## src/rtl/intra16_pred.sv

```systemverilog
module intra16_pred #(
  parameter int N = 16,
  parameter int W = 8
) (
  input  logic           clk,
  input  logic           rst_n,
  input  logic           start,
  input  logic [1:0]     mode,
  input  logic           avail_up,
  input  logic           avail_left,
  input  logic [N*W-1:0] above,
  input  logic [N*W-1:0] left,
  output logic           row_valid,
  output logic [N*W-1:0] row_data,
  output logic           done
);
  localparam int RW    = $clog2(N);
  localparam int LOG_N = $clog2(N);
  localparam int SUM_W = $clog2(2 * N * ((1 << W) - 1) + 1);
  localparam logic [RW-1:0] LAST = RW'(N - 1);

  logic           busy;
  logic [RW-1:0]  row;
  logic [1:0]     mode_q;
  logic           up_q, lf_q;
  logic [N*W-1:0] above_q, left_q;
  logic [SUM_W-1:0] sum_up, sum_lf, dc_sum;
  logic [W-1:0]   dc;
  logic [N*W-1:0] pattern;

  always_ff @(posedge clk) begin
    if (!rst_n) begin
      busy    <= 1'b0;
      row     <= '0;
      mode_q  <= '0;
      up_q    <= 1'b0;
      lf_q    <= 1'b0;
      above_q <= '0;
      left_q  <= '0;
    end else if (busy) begin
      row <= (row == LAST) ? '0 : row + 1'b1;
      if (row == LAST) busy <= 1'b0;
    end else if (start && mode != 2'd3) begin
      busy    <= 1'b1;
      row     <= '0;
      mode_q  <= mode;
      up_q    <= avail_up;
      lf_q    <= avail_left;
      above_q <= above;
      left_q  <= left;
    end
  end

  always_comb begin
    sum_up = '0;
    sum_lf = '0;
    for (int i = 0; i < N; i++) begin
      sum_up = sum_up + SUM_W'(above_q[i*W +: W]);
      sum_lf = sum_lf + SUM_W'(left_q[i*W +: W]);
    end
  end

  always_comb begin
    dc_sum = '0;
    dc     = W'(1 << (W - 1));
    case ({up_q, lf_q})
      2'b11: begin
        dc_sum = sum_up + sum_lf + SUM_W'(N);
        dc     = W'(dc_sum >> (LOG_N + 1));
      end
      2'b10: begin
        dc_sum = sum_up + SUM_W'(N / 2);
        dc     = W'(dc_sum >> LOG_N);
      end
      2'b01: begin
        dc_sum = sum_lf + SUM_W'(N / 2);
        dc     = W'(dc_sum >> LOG_N);
      end
      default: ;
    endcase
  end

  always_comb begin
    case (mode_q)
      2'd0:    pattern = above_q;
      2'd1:    pattern = {N{left_q[row*W +: W]}};
      default: pattern = {N{dc}};
    endcase
  end

  assign row_valid = busy;
  assign row_data  = busy ? pattern : '0;
  assign done      = busy && (row == LAST);
endmodule


```

## config.mk

```make
export PLATFORM = sky130hd
export DESIGN_NAME = intra16_pred
export DESIGN_NICKNAME = d
export VERILOG_FILES = /design/src/rtl/intra16_pred.sv
export SDC_FILE = /design/constraint.sdc
export NUM_CORES = 1
export LEC_CHECK = 0
export BUFFER_PORTS_ARGS = -buffer_cell sky130_fd_sc_hd__buf_4
export CELL_PAD_IN_SITES_DETAIL_PLACEMENT = 2
export CELL_PAD_IN_SITES_GLOBAL_PLACEMENT = 2
export CORE_UTILIZATION = 34
export DETAILED_ROUTE_END_ITERATION = 7
export PLACE_DENSITY = 0.9
export SYNTH_ARGS = -nofsm -noshare
export SYNTH_HDL_FRONTEND = slang
export SYNTH_SLANG_ARGS = --single-unit
```

## constraint.sdc

```tcl
create_clock -name clk -period 10.4 [get_ports clk]
set_input_delay 0.52 -clock clk [delete_from_list [all_inputs] [get_ports clk]]
set_output_delay 0.52 -clock clk [all_outputs]
set_load 0.005 [all_outputs]
```

==> summary.md <==
| Metric | Value |
|---|---|
| Min-delay src | `left[107]` |
| Highest Clock Rate | `0.100 GHz` |
| Placed wire-length estimate | `~71000 um` |
| Synthesized cell area | `a little over 20000 um2` |
| Data arrival at the endpoint of the critical path | `9.44 ns` |
| Status | `finished clean` |
| CTS buffer count | `34` |
| Post-route ant nets | `0` |
| Fill cells | `6396` |
| Routed len/inst | `27.5 um` |
| Vias in the first global route | `about 22000` |
| Post-synth EDFFs | `0` |
| DRC viols | `0` |
| Clk slew on worst S/H paths | `0.06 ns` |
| Area Growth Syn to Fin | `23.1%` |
| Flops & latches, synth | `265` |
| Root Buffer | `clkbuf_16` |
| CTS Hold Bufs | `0` |
| CP startpoint | `above_q[102]` |
| Clk_skew | `~0.023 ns` |
| Input/output buffers | `approximately 390` |
| Syn Area/Cell | `between 8 and 9 um2` |
| I/O Pins | `slightly below 400` |
| GP Congestion | `about 0.89` |
| Cell count after synthesis | `around 2400` |
| DRT Pass-1 Iters | `4` |
| FFs w/ async S/R, synth | `0` |
| Initial cell density of the core | `0.347` |
| GR Util All Layers | `0.319` |
| Yosys warns | `0` |
| Die width | `about 250 um` |
| Least-Margin Pin Slew | `between 1 and 1.5 ns` |
| Via density | `5.42` |
| Setup tns final | `0 ns` |
| Die height | `246 um` |
| Hold WC Path Type | `input pin to register` |
| Largest net degree at the start of global routing | `99` |
| Crit path kind | `register to output pin` |
| Post-Route WL | `between 90000 and 100000 um` |
| H-tree levels | `2` |
| Vias | `19032` |
| TritonCTS Sinks | `265` |
| Pwr Density | `328 nW/um2` |
| Worst setup SP type | `register` |
| Most used DFF post-synth | `dfxtp_1` |
| Syn_nets | `~3000` |
| Relative slew slack | `0.159` |
| Hold Fails Final Rpt | `0` |
| First-pass GRT wire length | `about 140000 um` |
| Post-synth cell types | `73` |
| Pre-CTS setup slack | `1.10 ns` |
| Worst-Skew Late Latency | `~0.56 ns` |
| CTS Buffer Depth | `3` |
| Core area | `between 50000 and 60000 um2` |
| RSZ-0062 raised after global routing | `false` |
| WP data required | `slightly below 10 ns` |
| Starting DRT DRC Count | `approximately 1100` |
| Worst setup EP type | `output pin` |
| Fin crit share | `0.957` |
| Crit Path Max Fanout | `16` |
| Multi-input gate area | `approximately 13000 um2` |
| Core Rows | `88` |
| Layout cells sized above 1 | `0.196` |
| Final min period | `~10 ns` |
| Ant diodes | `0` |
| Grt ovf | `0` |
| Max VDD drop | `0.379 mV` |
| Final setup viols | `0` |
| Lkg Pwr | `approximately 11 nW` |
| Slew Limit Fails | `0` |
| Sequential Area | `5310 um2` |
| Worst r2r src | `row_valid` |
| Initial antenna violation count | `4` |
| Nets | `roughly 3300` |
| Max-Cap Viols | `0` |
| Post-CTS sizing | `0` |
| Die area | `60400 um2` |
| Worst R2R Setup Slack | `7.08 ns` |
| Post-CTS Setup Repair Bufs | `0` |
| Worst Slack Setup Final | `between 0.4 and 0.5 ns` |
| CTS tree | `done` |
| Seq/Total Area, Yosys | `0.263` |
## flip-flops by register name, summed over array words and instances (netlist names)
register,count
mode_q,2
above_q,128
row,4
left_q,128
up_q,1
lf_q,1
row_valid,1
## final cells by class
class	instances	share of cell area
clock buffers	44	0.0381
clock inverters	17	0.00689
inverters	386	0.0583
multi-input cells	1617	0.519
flip-flops and latches	265	0.213
well taps	765	0.0385
repair buffers	417	0.126
## cell usage in the layout (no fill, tap or decap), drive strengths merged, types with 3 or more instances in the layout
master   instances
a31oi            4
mux2             3
clkbuf          44
dfxtp          265
xor2             7
o211ai           5
and2             6
o2111ai          3
a32oi            4
a21o             9
nor4            34
nor2            40
nand3            7
and4             3
a311oi           3
o21a             5
a21oi          125
nand2b           8
nor3            17
o21ai           46
nor3b            5
xnor2            9
inv            388
and3             6
buf            417
or3              5
nand2          627
fa             216
clkinv          12
nor2b            7
a21boi         268
mux4            40
ha              68
## critical path, cell delays in order (launching register included)
cell	delay (ns)
dfxtp_1	0.44
inv_1	0.12
fa_1	0.55
inv_1	0.07
fa_1	0.58
fa_1	0.53
fa_1	0.55
fa_1	0.50
inv_1	0.05
fa_1	0.48
inv_1	0.05
ha_1	0.37
a21o_1	0.24
a31o_1	0.28
o21a_1	0.23
o311ai_1	0.55
ha_1	0.39
nor2_1	0.10
o221a_1	0.13
a311oi_1	0.49
xnor3_1	0.51
o21ai_2	0.19
nor2_1	0.06
buf_4	0.22
nor4_1	0.93
buf_4	0.26
## power breakdown
| part | switching [mW] | total (mW) | internal (mW) |
|---|---|---|---|
| Sequential | 0.0684 | 1.14 | 1.07 |
| Combinational | 3.49 | 5.78 | 2.29 |
| Clock | 0.530 | 1.23 | 0.702 |
## cells by family after synthesis
family	share of synthesized area
flops	0.263
xor+xnor	0.00805
fa+ha+maj	0.256
mux	0.0474
buf+inv	0.101
compound gates	0.166
simple gates	0.159
## per-stage QoR
stage               std cells  area [um2]  power [mW]   util  hold WS [ns]
finish                   3511       24900        8.15  0.427         0.214
global route             3511       24900        8.77  0.427         0.232
CTS                      3511       24900        8.17  0.427         0.204
detailed placement       3450       23700        6.77  0.408         0.467
global placement         3450       23700        6.46  0.408         0.454
floorplan                2411       20200        5.05      -         0.443
## metal layers
metal	wire length [um]	up-vias	GRT usage
li1	-	8272	-
met5	56	-	0
met4	7960	8	0.237
met2	50200	733	0.584
met1	33800	9701	0.331
met3	4470	318	0.0453
## synthesized netlist by cell type (3+ instances only)
| cell type | count | area (um2) |
|---|---|---|
| a21boi_0 | 268 | 2010 |
| buf_6 | 3 | 33.8 |
| inv_1 | 384 | 1440 |
| a21oi_1 | 123 | 616 |
| a311oi_1 | 3 | 26.3 |
| a32oi_1 | 3 | 26.3 |
| nand2b_1 | 8 | 50.1 |
| nor3b_1 | 4 | 30.0 |
| xor2_1 | 7 | 61.3 |
| nor4_1 | 33 | 206 |
| nor2b_1 | 7 | 43.8 |
| and4_1 | 3 | 26.3 |
| nand2_1 | 627 | 2350 |
| and2_1 | 6 | 37.5 |
| buf_1 | 6 | 22.5 |
| ha_1 | 68 | 851 |
| a21o_1 | 9 | 67.6 |
| nor2_1 | 40 | 150 |
| nor3_1 | 16 | 80.1 |
| o211ai_1 | 5 | 37.5 |
| o21ai_0 | 44 | 220 |
| o2111ai_1 | 3 | 26.3 |
| xnor2_1 | 9 | 78.8 |
| nand3_1 | 7 | 35.0 |
| dfxtp_1 | 265 | 5310 |
| mux4_2 | 40 | 901 |
| clkbuf_1 | 120 | 450 |
| o21a_1 | 5 | 37.5 |
| a31oi_1 | 4 | 25.0 |
| buf_2 | 12 | 60.1 |
| or3_1 | 5 | 31.3 |
| and3_1 | 6 | 37.5 |
| fa_1 | 216 | 4320 |
## path summary, 6_finish.rpt
path                    to  depth (start not counted)
min reg2reg     above_q[2]                          2
max          row_data[119]                         25
min            left_q[107]                          3
max reg2reg    above_q[55]                          6
Power figures use the tool's default switching activity.
